==> src/rtl/adc_seq_pkg.sv <==
package adc_seq_pkg;
  localparam int ADDR_W = 6;
  localparam int BUS_W  = 32;

  localparam logic [ADDR_W-1:0] A_ENABLE = 6'h00;
  localparam logic [ADDR_W-1:0] A_TRIG   = 6'h04;
  localparam logic [ADDR_W-1:0] A_CHAN   = 6'h08;
  localparam logic [ADDR_W-1:0] A_STEP   = 6'h0C;
  localparam logic [ADDR_W-1:0] A_START  = 6'h10;
  localparam logic [ADDR_W-1:0] A_STATUS = 6'h14;
  localparam logic [ADDR_W-1:0] A_MASK   = 6'h18;
  localparam logic [ADDR_W-1:0] A_CLEAR  = 6'h1C;
  localparam logic [ADDR_W-1:0] A_RESULT = 6'h20;

  localparam int SEQ_BIT   = 3;
  localparam int OVF_BIT   = 8;
  localparam int UNF_BIT   = 9;
  localparam int TRIG_LO   = 12;

  typedef struct packed {
    logic temp;
    logic notify;
    logic last;
    logic diff;
  } step_ctl_t;
endpackage

==> src/rtl/adc_seq_rstsync.sv <==
module adc_seq_rstsync #(
  parameter int STAGES = 2
) (
  input  logic clk,
  input  logic rst_n,
  output logic rst_n_sync
);
  logic [STAGES-1:0] chain_q;

  always_ff @(posedge clk or negedge rst_n) begin
    if (!rst_n) chain_q <= '0;
    else        chain_q <= {chain_q[STAGES-2:0], 1'b1};
  end

  assign rst_n_sync = chain_q[STAGES-1];
endmodule

==> src/rtl/adc_seq_regs.sv <==
module adc_seq_regs
  import adc_seq_pkg::*;
#(
  parameter int CHAN_W = 4
) (
  input  logic              clk,
  input  logic              rst_n,
  input  logic              bus_wr,
  input  logic [ADDR_W-1:0] bus_addr,
  input  logic [BUS_W-1:0]  bus_wdata,
  output logic              en_bit,
  output logic [3:0]        trig_sel,
  output logic [CHAN_W-1:0] chan_sel,
  output step_ctl_t         step_ctl,
  output logic              mask_bit,
  output logic              start_hit
);
  logic              en_d, mask_d;
  logic [3:0]        trig_d;
  logic [CHAN_W-1:0] chan_d;
  step_ctl_t         step_d;
  logic              we_en, we_trig, we_chan, we_step, we_mask;

  always_comb begin
    we_en   = bus_wr && (bus_addr == A_ENABLE);
    we_trig = bus_wr && (bus_addr == A_TRIG);
    we_chan = bus_wr && (bus_addr == A_CHAN);
    we_step = bus_wr && (bus_addr == A_STEP);
    we_mask = bus_wr && (bus_addr == A_MASK);
    start_hit = bus_wr && (bus_addr == A_START) && bus_wdata[SEQ_BIT];
    en_d   = we_en   ? bus_wdata[SEQ_BIT]              : en_bit;
    trig_d = we_trig ? bus_wdata[TRIG_LO+3:TRIG_LO]    : trig_sel;
    chan_d = we_chan ? bus_wdata[CHAN_W-1:0]           : chan_sel;
    step_d = we_step ? step_ctl_t'(bus_wdata[3:0])     : step_ctl;
    mask_d = we_mask ? bus_wdata[SEQ_BIT]              : mask_bit;
  end

  always_ff @(posedge clk or negedge rst_n) begin
    if (!rst_n) begin
      en_bit   <= 1'b0;
      trig_sel <= '0;
      chan_sel <= '0;
      step_ctl <= '0;
      mask_bit <= 1'b0;
    end else begin
      en_bit   <= en_d;
      trig_sel <= trig_d;
      chan_sel <= chan_d;
      step_ctl <= step_d;
      mask_bit <= mask_d;
    end
  end
endmodule

==> src/rtl/adc_seq_fsm.sv <==
module adc_seq_fsm
  import adc_seq_pkg::*;
#(
  parameter int CHAN_W = 4
) (
  input  logic              clk,
  input  logic              rst_n,
  input  logic              en_bit,
  input  logic [3:0]        trig_sel,
  input  logic [CHAN_W-1:0] chan_sel,
  input  step_ctl_t         step_ctl,
  input  logic              start_hit,
  input  logic              conv_done,
  output logic              busy,
  output logic [CHAN_W-1:0] cur_chan,
  output step_ctl_t         cur_step,
  output logic              done_hit
);
  logic              launch, relaunch, busy_d, cap_en;
  logic [CHAN_W-1:0] chan_d;
  step_ctl_t         step_d;

  always_comb begin
    launch   = start_hit && en_bit && (trig_sel == 4'd0) && !busy;
    done_hit = busy && conv_done;
    relaunch = done_hit && !cur_step.last && en_bit;
    busy_d   = launch || relaunch || (busy && !conv_done);
    cap_en   = launch;
    chan_d   = cap_en ? chan_sel : cur_chan;
    step_d   = cap_en ? step_ctl : cur_step;
  end

  always_ff @(posedge clk or negedge rst_n) begin
    if (!rst_n) begin
      busy     <= 1'b0;
      cur_chan <= '0;
      cur_step <= '0;
    end else begin
      busy     <= busy_d;
      cur_chan <= chan_d;
      cur_step <= step_d;
    end
  end
endmodule

==> src/rtl/adc_seq_fifo.sv <==
module adc_seq_fifo #(
  parameter int DATA_W = 12,
  parameter int DEPTH  = 4,
  localparam int PTR_W = (DEPTH > 1) ? $clog2(DEPTH) : 1,
  localparam int CNT_W = $clog2(DEPTH + 1)
) (
  input  logic              clk,
  input  logic              rst_n,
  input  logic              push,
  input  logic [DATA_W-1:0] push_data,
  input  logic              pop_req,
  output logic [DATA_W-1:0] rd_data,
  output logic              full,
  output logic              empty,
  output logic              overflow,
  output logic              underflow,
  output logic [CNT_W-1:0]  count
);
  logic [DATA_W-1:0] mem [DEPTH];
  logic [PTR_W-1:0]  wr_ptr, rd_ptr, wr_ptr_d, rd_ptr_d;
  logic [CNT_W-1:0]  count_d;
  logic [DATA_W-1:0] last_q, last_d;
  logic              do_push, do_pop;

  function automatic logic [PTR_W-1:0] ptr_inc(input logic [PTR_W-1:0] p);
    return (p == PTR_W'(DEPTH - 1)) ? '0 : p + 1'b1;
  endfunction

  always_comb begin
    full      = (count == CNT_W'(DEPTH));
    empty     = (count == '0);
    do_push   = push && !full;
    do_pop    = pop_req && !empty;
    overflow  = push && full;
    underflow = pop_req && empty;
    wr_ptr_d  = do_push ? ptr_inc(wr_ptr) : wr_ptr;
    rd_ptr_d  = do_pop  ? ptr_inc(rd_ptr) : rd_ptr;
    count_d   = count + CNT_W'(do_push) - CNT_W'(do_pop);
    last_d    = do_pop ? mem[rd_ptr] : last_q;
    rd_data   = empty ? last_q : mem[rd_ptr];
  end

  always_ff @(posedge clk or negedge rst_n) begin
    if (!rst_n) begin
      wr_ptr <= '0;
      rd_ptr <= '0;
      count  <= '0;
      last_q <= '0;
    end else begin
      wr_ptr <= wr_ptr_d;
      rd_ptr <= rd_ptr_d;
      count  <= count_d;
      last_q <= last_d;
    end
  end

  generate
    for (genvar i = 0; i < DEPTH; i++) begin : g_slot
      always_ff @(posedge clk) begin
        if (do_push && (wr_ptr == PTR_W'(i))) mem[i] <= push_data;
      end
    end
  endgenerate
endmodule

==> src/rtl/adc_seq_ctrl.sv <==
module adc_seq_ctrl
  import adc_seq_pkg::*;
#(
  parameter int DATA_W     = 12,
  parameter int CHAN_W     = 4,
  parameter int FIFO_DEPTH = 4
) (
  input  logic              clk,
  input  logic              rst_n,
  input  logic              bus_wr,
  input  logic              bus_rd,
  input  logic [5:0]        bus_addr,
  input  logic [31:0]       bus_wdata,
  output logic [31:0]       bus_rdata,
  output logic              conv_req,
  output logic [3:0]        conv_chan,
  output logic              conv_diff,
  output logic              conv_temp,
  input  logic              conv_done,
  input  logic [11:0]       conv_data,
  output logic              irq
);
  localparam int CNT_W = $clog2(FIFO_DEPTH + 1);

  logic              rst_n_i;
  logic              en_bit, mask_bit, start_hit, busy, done_hit;
  logic [3:0]        trig_sel;
  logic [CHAN_W-1:0] chan_sel, cur_chan;
  step_ctl_t         step_ctl, cur_step;
  logic [DATA_W-1:0] fifo_rd;
  logic              fifo_full, fifo_empty, ovf_evt, unf_evt, pop_req;
  logic [CNT_W-1:0]  fifo_cnt;
  logic              raw_q, ovf_q, unf_q, raw_d, ovf_d, unf_d, clr_wr;

  adc_seq_rstsync #(.STAGES(2)) u_rst (
    .clk(clk), .rst_n(rst_n), .rst_n_sync(rst_n_i)
  );

  adc_seq_regs #(.CHAN_W(CHAN_W)) u_regs (
    .clk(clk), .rst_n(rst_n_i), .bus_wr(bus_wr), .bus_addr(bus_addr),
    .bus_wdata(bus_wdata), .en_bit(en_bit), .trig_sel(trig_sel),
    .chan_sel(chan_sel), .step_ctl(step_ctl), .mask_bit(mask_bit),
    .start_hit(start_hit)
  );

  adc_seq_fsm #(.CHAN_W(CHAN_W)) u_fsm (
    .clk(clk), .rst_n(rst_n_i), .en_bit(en_bit), .trig_sel(trig_sel),
    .chan_sel(chan_sel), .step_ctl(step_ctl), .start_hit(start_hit),
    .conv_done(conv_done), .busy(busy), .cur_chan(cur_chan),
    .cur_step(cur_step), .done_hit(done_hit)
  );

  assign pop_req = bus_rd && (bus_addr == A_RESULT);

  adc_seq_fifo #(.DATA_W(DATA_W), .DEPTH(FIFO_DEPTH)) u_fifo (
    .clk(clk), .rst_n(rst_n_i), .push(done_hit), .push_data(conv_data[DATA_W-1:0]),
    .pop_req(pop_req), .rd_data(fifo_rd), .full(fifo_full), .empty(fifo_empty),
    .overflow(ovf_evt), .underflow(unf_evt), .count(fifo_cnt)
  );

  always_comb begin
    clr_wr = bus_wr && (bus_addr == A_CLEAR);
    raw_d  = (done_hit && cur_step.notify) ||
             (raw_q && !(clr_wr && bus_wdata[SEQ_BIT]));
    ovf_d  = ovf_evt || (ovf_q && !(clr_wr && bus_wdata[OVF_BIT]));
    unf_d  = unf_evt || (unf_q && !(clr_wr && bus_wdata[UNF_BIT]));
  end

  always_ff @(posedge clk or negedge rst_n_i) begin
    if (!rst_n_i) begin
      raw_q <= 1'b0;
      ovf_q <= 1'b0;
      unf_q <= 1'b0;
    end else begin
      raw_q <= raw_d;
      ovf_q <= ovf_d;
      unf_q <= unf_d;
    end
  end

  always_comb begin
    bus_rdata = '0;
    if (bus_rd) begin
      unique case (bus_addr)
        A_ENABLE: bus_rdata[SEQ_BIT] = en_bit;
        A_TRIG:   bus_rdata[TRIG_LO+3:TRIG_LO] = trig_sel;
        A_CHAN:   bus_rdata[CHAN_W-1:0] = chan_sel;
        A_STEP:   bus_rdata[3:0] = step_ctl;
        A_STATUS: begin
          bus_rdata[SEQ_BIT] = raw_q;
          bus_rdata[OVF_BIT] = ovf_q;
          bus_rdata[UNF_BIT] = unf_q;
        end
        A_MASK:   bus_rdata[SEQ_BIT] = mask_bit;
        A_RESULT: bus_rdata[DATA_W-1:0] = fifo_rd;
        default:  bus_rdata = '0;
      endcase
    end
  end

  assign conv_req  = busy;
  assign conv_chan = 4'(cur_chan);
  assign conv_diff = cur_step.diff;
  assign conv_temp = cur_step.temp;
  assign irq       = raw_q && mask_bit;
endmodule

==> config.mk <==
export PLATFORM = sky130hd
export DESIGN_NAME = adc_seq_ctrl
export DESIGN_NICKNAME = d
export VERILOG_FILES = /design/src/rtl/adc_seq_pkg.sv /design/src/rtl/adc_seq_rstsync.sv /design/src/rtl/adc_seq_regs.sv /design/src/rtl/adc_seq_fsm.sv /design/src/rtl/adc_seq_fifo.sv /design/src/rtl/adc_seq_ctrl.sv
export SDC_FILE = /design/constraint.sdc
export NUM_CORES = 1
export LEC_CHECK = 0
export ABC_AREA = 1
export BUFFER_PORTS_ARGS = -buffer_cell sky130_fd_sc_hd__buf_2
export CORE_MARGIN = 4
export CORE_UTILIZATION = 50
export DETAILED_ROUTE_END_ITERATION = 8
export GPL_TIMING_DRIVEN = 1
export PLACE_DENSITY_LB_ADDON = 0.12
export REMOVE_ABC_BUFFERS = 1
export SYNTH_ARGS = -nofsm -noshare
export SYNTH_HDL_FRONTEND = slang
export SYNTH_SLANG_ARGS = --single-unit
==> constraint.sdc <==
create_clock -name clk -period 2.3 [get_ports clk]
set_clock_uncertainty 0.05 [all_clocks]
set_input_delay 0.46 -clock clk [delete_from_list [all_inputs] [get_ports clk]]
set_output_delay 0.46 -clock clk [all_outputs]
set_load 0.02 [all_outputs]
==> flow_summary.json, run 1 <==
{
  "dp_hpwl_um": 6110,
  "whs_ps": 236,
  "grt_pass1_vias": 3161,
  "finalSetupViolCount": 1,
  "leakage_uw": 0.00247,
  "start_util": 0.521,
  "root_buffer": "clkbuf_8",
  "final_common_cell": "nand2_1",
  "powerDensity_mw_per_mm2": 702,
  "ant_nets": 0,
  "drt-wirelength-per-cell_um": 13.5,
  "rsz0062_at_grt": "yes",
  "clock_latency_ps": 360,
  "syn_to_final_growth_pct": 23.0,
  "numCtsBuffers": 9,
  "path_delay_family": "flip-flops",
  "final_cell_mix": "nand2_1 (118), edfxtp_1 (48), buf_2 (46)",
  "fin_util": 0.640,
  "clkSinkCount": 95,
  "antenna_found_initial": 0,
  "port_buffers": 56,
  "startpoint_type": "register",
  "post-route-min-period_ps": 2300,
  "place_ws_ps": -161,
  "yosys.cell_types.count": 29,
  "yosysSeqAreaShare": 0.606,
  "vias": 3198,
  "synth_warnings": 0,
  "ys_ff_latch": 95,
  "critPathCaptureType": "output port",
  "clkTransAtPathRegs_ps": 100,
  "status": "finished, violations left",
  "ctsLongestPathBuffers": 2,
  "syn_area_per_cell_um2": 9.67,
  "worstPathRequired_ps": 1790,
  "synth_top_cell_area_share": 0.334,
  "num_antenna_cells": 0,
  "final_area_mm2": 0.00531,
  "netlist_top_cells_area": "edfxtp_1 (33%), dfrtp_1 (27%), nand2_1 (11%)",
  "die_w_um": 101,
  "worst-path-buf-inv": 3,
  "worst_pin_slew_ps": 606,
  "rr_worst_depth": 11,
  "worst_ep_arrival_time_ps": 1790,
  "max_freq_mhz": 434,
  "floorplan.die_area_mm2": 0.0102,
  "postSynthCellCount": 447,
  "globalplace.congestion": 0.875,
  "path_max_fanout": 13,
  "worst_path_max_delay_cell": "dfrtp_2",
  "async_flop_share": 0.495,
  "chipHeight_um": 101,
  "synth_area_mm2": 0.00432,
  "grt_usage": 0.185,
  "finalWirelength_um": 8800,
  "grt_pass1_wl_um": 14800,
  "crit_cells": 7,
  "violations": "setup timing",
  "nNetsFinal": 605,
  "placed_area_mm2": 0.00478,
  "slew_violations": 0,
  "drive_gt1_frac": 0.298,
  "slowest_delay_ps": 490,
  "cts_tree": "built",
  "worst-setup-path-type": "register to output port",
  "viasPerCell": 4.90,
  "drc_errors": 0,
  "setup_ws_ps": -3.11,
  "synth_top_area_cell": "edfxtp_1",
  "initialDrtViolationCount": 138,
  "crit_chain": "buf_4 > buf_16 > o21ai_0 > o22ai_2 > nand2_1 > nand2_1 > buf_6",
  "firstDrtPassIters": 4,
  "ir_drop_mv": 0.473,
  "finalHoldViolations": 0,
  "max-cap-violations": 0,
  "num_rows": 33,
  "io_pins": 95,
  "synth_edf_count": 48,
  "htree_levels": 3,
  "grt_overflow": 0,
  "crit_top_cell": "nand2_1",
  "hold_class": "register to async pin",
  "core_area_mm2": 0.00830,
  "post-route-period-util": 1.00,
  "synth-main-ff-cell": "edfxtp_1",
  "slew_headroom": 0.596,
  "grt_max_degree": 29
}
## state kept, by name, summed over array words and instances (netlist names), 2 cells and up
signal           cells
u_fifo.mem          48
u_fsm.cur_chan       4
u_fifo.last_q       12
u_fifo.count         3
u_regs.step_ctl      4
u_fifo.wr_ptr        2
u_regs.trig_sel      4
u_fifo.rd_ptr        2
u_rst.chain_q        2
u_fsm.cur_step       4
u_regs.chan_sel      4
## timing repair
item / 4_1_cts / 5_1_grt
pin swaps: 4 / 8
setup endpoints to repair: 12 / 13
hold endpoints to repair: 2 / 0
cloned: 2 / 0
setup buffers: 11 / 3
hold buffers: 1 / 0
resized for setup: 32 / 40
## layer usage
metal,vias up,wire length [µm],track usage
met2,72,4440,0.319
met1,1483,3760,0.234
met3,18,428,0.0332
met4,0,174,0.0685
met5,-,0,0
li1,1625,-,-
## synth_stat cells (6+ instances only)
cell type    n
inv_1       40
edfxtp_1    48
dfrtp_1     47
o21ai_0     39
ha_1         7
nor2_1      39
o22ai_1      6
nand3_1     24
buf_4       17
a21oi_1     14
nand2_1    125
## report_power, final
group          leakage, µW  switching (µW)  internal [µW]  total [µW]
clock network    0.0000935             612            415        1030
registers          0.00102            86.8           1890        1970
logic              0.00135             425            304         730
total              0.00247            1120           2610        3730
## metrics by stage
stage,TNS [ps],instances,power [µW]
2_1_floorplan,-915,435,2350
5_1_grt,-1010,652,3950
4_1_cts,-10.7,650,3700
3_5_place_dp,-161,620,2580
3_3_place_gp,-104,620,2550
6_report,-3.11,652,3730
## final timing paths
path,from,to,slack [ps]
hold reg to reg,u_rst.chain_q[1]$_DFF_PN0_,u_fifo.last_q[4]$_DFFE_PN0P_,240
min in group clk,conv_data[4],u_fifo.mem[0][4]$_DFFE_PP_,260
max in group asynchronous,u_rst.chain_q[1]$_DFF_PN0_,u_fifo.last_q[2]$_DFFE_PN0P_,1380
setup / recovery,u_fifo.rd_ptr[0]$_DFFE_PN0P_,bus_rdata[7],-3
hold / removal,u_rst.chain_q[1]$_DFF_PN0_,u_fifo.last_q[4]$_DFFE_PN0P_,240
setup reg to reg,u_fifo.count[0]$_DFF_PN0_,u_fifo.count[2]$_DFF_PN0_,160
## cell families (layout without fill, tap and decap cells)
| family | after synthesis | count (layout) | share of synthesized area |
|---|---|---|---|
| and+or+nand+nor | 203 | 203 | 0.200 |
| DFF | 95 | 95 | 0.606 |
| buffers and inverters | 71 | 156 | 0.0825 |
| AOI/OAI and AO/OA | 66 | 66 | 0.0808 |
| adders and majority gates | 8 | 8 | 0.0249 |
| other | 2 | 17 | 0.00174 |
| xor gates and xnor gates | 2 | 2 | 0.00406 |
## layout make-up
| class | instances | area [µm²] |
|---|---|---|
| fillers | 700 | 2990 |
| flip-flops and latches | 95 | 2620 |
| multi-input cells | 296 | 1520 |
| repair buffers | 95 | 674 |
| inverters | 44 | 171 |
| well taps | 105 | 131 |
| clock buffers | 9 | 124 |
| clock inverters | 7 | 65.1 |
| repair inverters | 1 | 7.51 |
## worst reg2reg max path: stages, from the launching register on
cell and delay (ps):
dfrtp_1 400, nor3_2 200, inv_1 100, nand2_4 80, inv_2 40, ha_1 260
inv_1 60, ha_1 130, inv_1 40, fa_1 370, xnor2_1 170, xor2_1 170
(Power assumes the default switching activity.)
==> run 2, diff against run 1 <==
--- a/config.mk
+++ b/config.mk
@@ -13,6 +13,7 @@
 export GPL_TIMING_DRIVEN = 1
 export PLACE_DENSITY_LB_ADDON = 0.12
 export REMOVE_ABC_BUFFERS = 1
+export SETUP_SLACK_MARGIN = 0.05
 export SYNTH_ARGS = -nofsm -noshare
 export SYNTH_HDL_FRONTEND = slang
 export SYNTH_SLANG_ARGS = --single-unit
==> run 2 against run 1 <==
Against the previous run: the flow still finishes with violations (setup timing); global-route usage is 0.53 points higher; total power rose by 0.57%; critical path depth unchanged.
==> flow_summary.json, run 2 (synthesis gave the netlist of run 1 again) <==
{
  "grt_pass1_wl_um": 15300,
  "num_antenna_cells": 0,
  "vias": 3221,
  "post-route-period-util": 1.00,
  "critPathCaptureType": "output port",
  "port_buffers": 56,
  "path_max_fanout": 13,
  "ir_drop_mv": 0.495,
  "tns_ps": -9.87,
  "slew_violations": 0,
  "ant_nets": 0,
  "htree_levels": 3,
  "worstSetupStartpoint": "u_fifo.rd_ptr[0]$_DFFE_PN0P_",
  "nNetsFinal": 613,
  "setup_ws_ps": -9.87,
  "rr_startpoint": "u_fifo.rd_ptr[0]$_DFFE_PN0P_",
  "antenna_found_initial": 0,
  "drt-wirelength-per-cell_um": 13.6,
  "r2r_end": "u_fifo.last_q[11]$_DFFE_PN0P_",
  "ctsLongestPathBuffers": 2,
  "grt_usage": 0.191,
  "leakage_uw": 0.00251,
  "endpoint": "bus_rdata[7]",
  "finalHoldViolations": 0,
  "chipHeight_um": 101,
  "slew_headroom": 0.601,
  "cts_tree": "built",
  "initialDrtViolationCount": 143,
  "n_fill_cell": 690,
  "top_regs": "u_fifo.mem (48), u_fifo.last_q (12)",
  "startpoint_type": "register",
  "top_register": "u_fifo.mem",
  "max-cap-violations": 0,
  "floorplan.die_area_mm2": 0.0102,
  "clkSinkCount": 95,
  "core_area_mm2": 0.00830,
  "drive_gt1_frac": 0.314,
  "switchingPower_uw": 1140,
  "status": "finished, violations left",
  "rr_worst_depth": 14,
  "drc_errors": 0,
  "p_comb_frac": 0.199,
  "regToRegSetupSlack_ps": 50,
  "place_ws_ps": -161,
  "worst_ep_arrival_time_ps": 1800,
  "p_int_uw": 2620,
  "worst-setup-path-type": "register to output port",
  "dp_hpwl_um": 6110,
  "start_util": 0.521,
  "hold_class": "register to async pin",
  "max_freq_mhz": 433,
  "syn_to_final_growth_pct": 25.1,
  "worstPathRequired_ps": 1790,
  "die_w_um": 101,
  "root_buffer": "clkbuf_8",
  "whs_ps": 231,
  "fin_cells": 660,
  "globalplace.congestion": 0.875,
  "io_pins": 95,
  "clock_latency_ps": 360,
  "viasPerCell": 4.88,
  "final_common_cell": "nand2_1",
  "rsz0062_at_grt": "yes",
  "final_cell_mix": "nand2_1 (115), edfxtp_1 (48), dfrtp_1 (45)",
  "num_rows": 33,
  "dp_cells": 620,
  "worst_pin_slew_ps": 599,
  "grt_max_degree": 29,
  "grt_pass1_vias": 3239,
  "seqPwrFrac": 0.526,
  "switching_share": 0.303,
  "firstDrtPassIters": 5,
  "finalSetupViolCount": 1,
  "post-route-min-period_ps": 2310,
  "largest_reg_flops": 48,
  "powerDensity_mw_per_mm2": 694,
  "clkPwrFrac": 0.275,
  "numCtsBuffers": 9,
  "finalWirelength_um": 8950,
  "grt_overflow": 0,
  "clkTransAtPathRegs_ps": 100,
  "violations": "setup timing",
  "fin_total_pwr_uw": 3750
}
## run 2: changes by cell type in the layout (fill, tap and decap cells not counted), sizes merged
cell	previous run	this run
buf	94	102
## run 2: final cells by class
class | instances | area [µm²] | area share
Timing Repair Buffer | 103 | 747 | 0.138
Tap cell | 105 | 131 | 0.0243
Multi-Input combinational cell | 296 | 1540 | 0.285
Clock buffer | 9 | 124 | 0.0229
Timing Repair inverter | 1 | 7.51 | 0.00139
Clock inverter | 7 | 65.1 | 0.0120
Inverter | 44 | 171 | 0.0317
Sequential cell | 95 | 2620 | 0.485
## run 2: worst max-delay path: stages, from the launching register on
cell and delay, ps:
dfrtp_2 490, buf_4 180, buf_16 140, o21ai_0 210, o22ai_2 120, nand2_1 110
nand2_2 70, buf_6 130
## run 2: what timing repair did
action | CTS | global route
pin swaps | 13 | 11
resized for setup | 56 | 25
buffers inserted | 21 | 1
hold buffers | 1 | 0
endpoints found under the setup margin | 12 | 15
hold endpoints to repair | 2 | 0
cloned | 2 | 0
## run 2: metrics by stage
step           instance area, µm²   util
6_report                     5410  0.651
4_1_cts                      5320  0.641
3_5_place_dp                 4780  0.576
2_1_floorplan                4190      -
3_3_place_gp                 4780  0.576
5_1_grt                      5410  0.651
## run 2: power by group through the flow
| stage | combinational (µW) | clock, µW | sequential, µW |
|---|---|---|---|
| 6_report | 746 | 1030 | 1970 |
| 5_1_grt | 844 | 1130 | 1990 |
| 3_5_place_dp | 580 | 0 | 2000 |
| 4_1_cts | 704 | 1060 | 1970 |
| 3_3_place_gp | 560 | 0 | 1990 |
| 2_1_floorplan | 347 | 0 | 2010 |
## run 2: worst min path at each step
stage / to / cells after the start / slack [ps]
2_1_floorplan: u_rst.chain_q[0]$_DFF_PN0_ / 0 / 110
3_3_place_gp: u_rst.chain_q[0]$_DFF_PN0_ / 1 / 200
3_5_place_dp: u_rst.chain_q[0]$_DFF_PN0_ / 1 / 200
4_1_cts: u_fifo.mem[1][4]$_DFFE_PP_ / 1 / 250
5_1_grt: u_fifo.mem[3][11]$_DFFE_PP_ / 1 / 240
6_report: u_fsm.cur_chan[0]$_DFFE_PN0P_ / 0 / 230
## run 2: layer usage
metal	global-route usage	up-vias	wire length [µm]
met5	0	-	0
met2	0.330	67	4590
met4	0.0685	0	179
li1	-	1641	-
met3	0.0332	16	419
met1	0.241	1497	3760
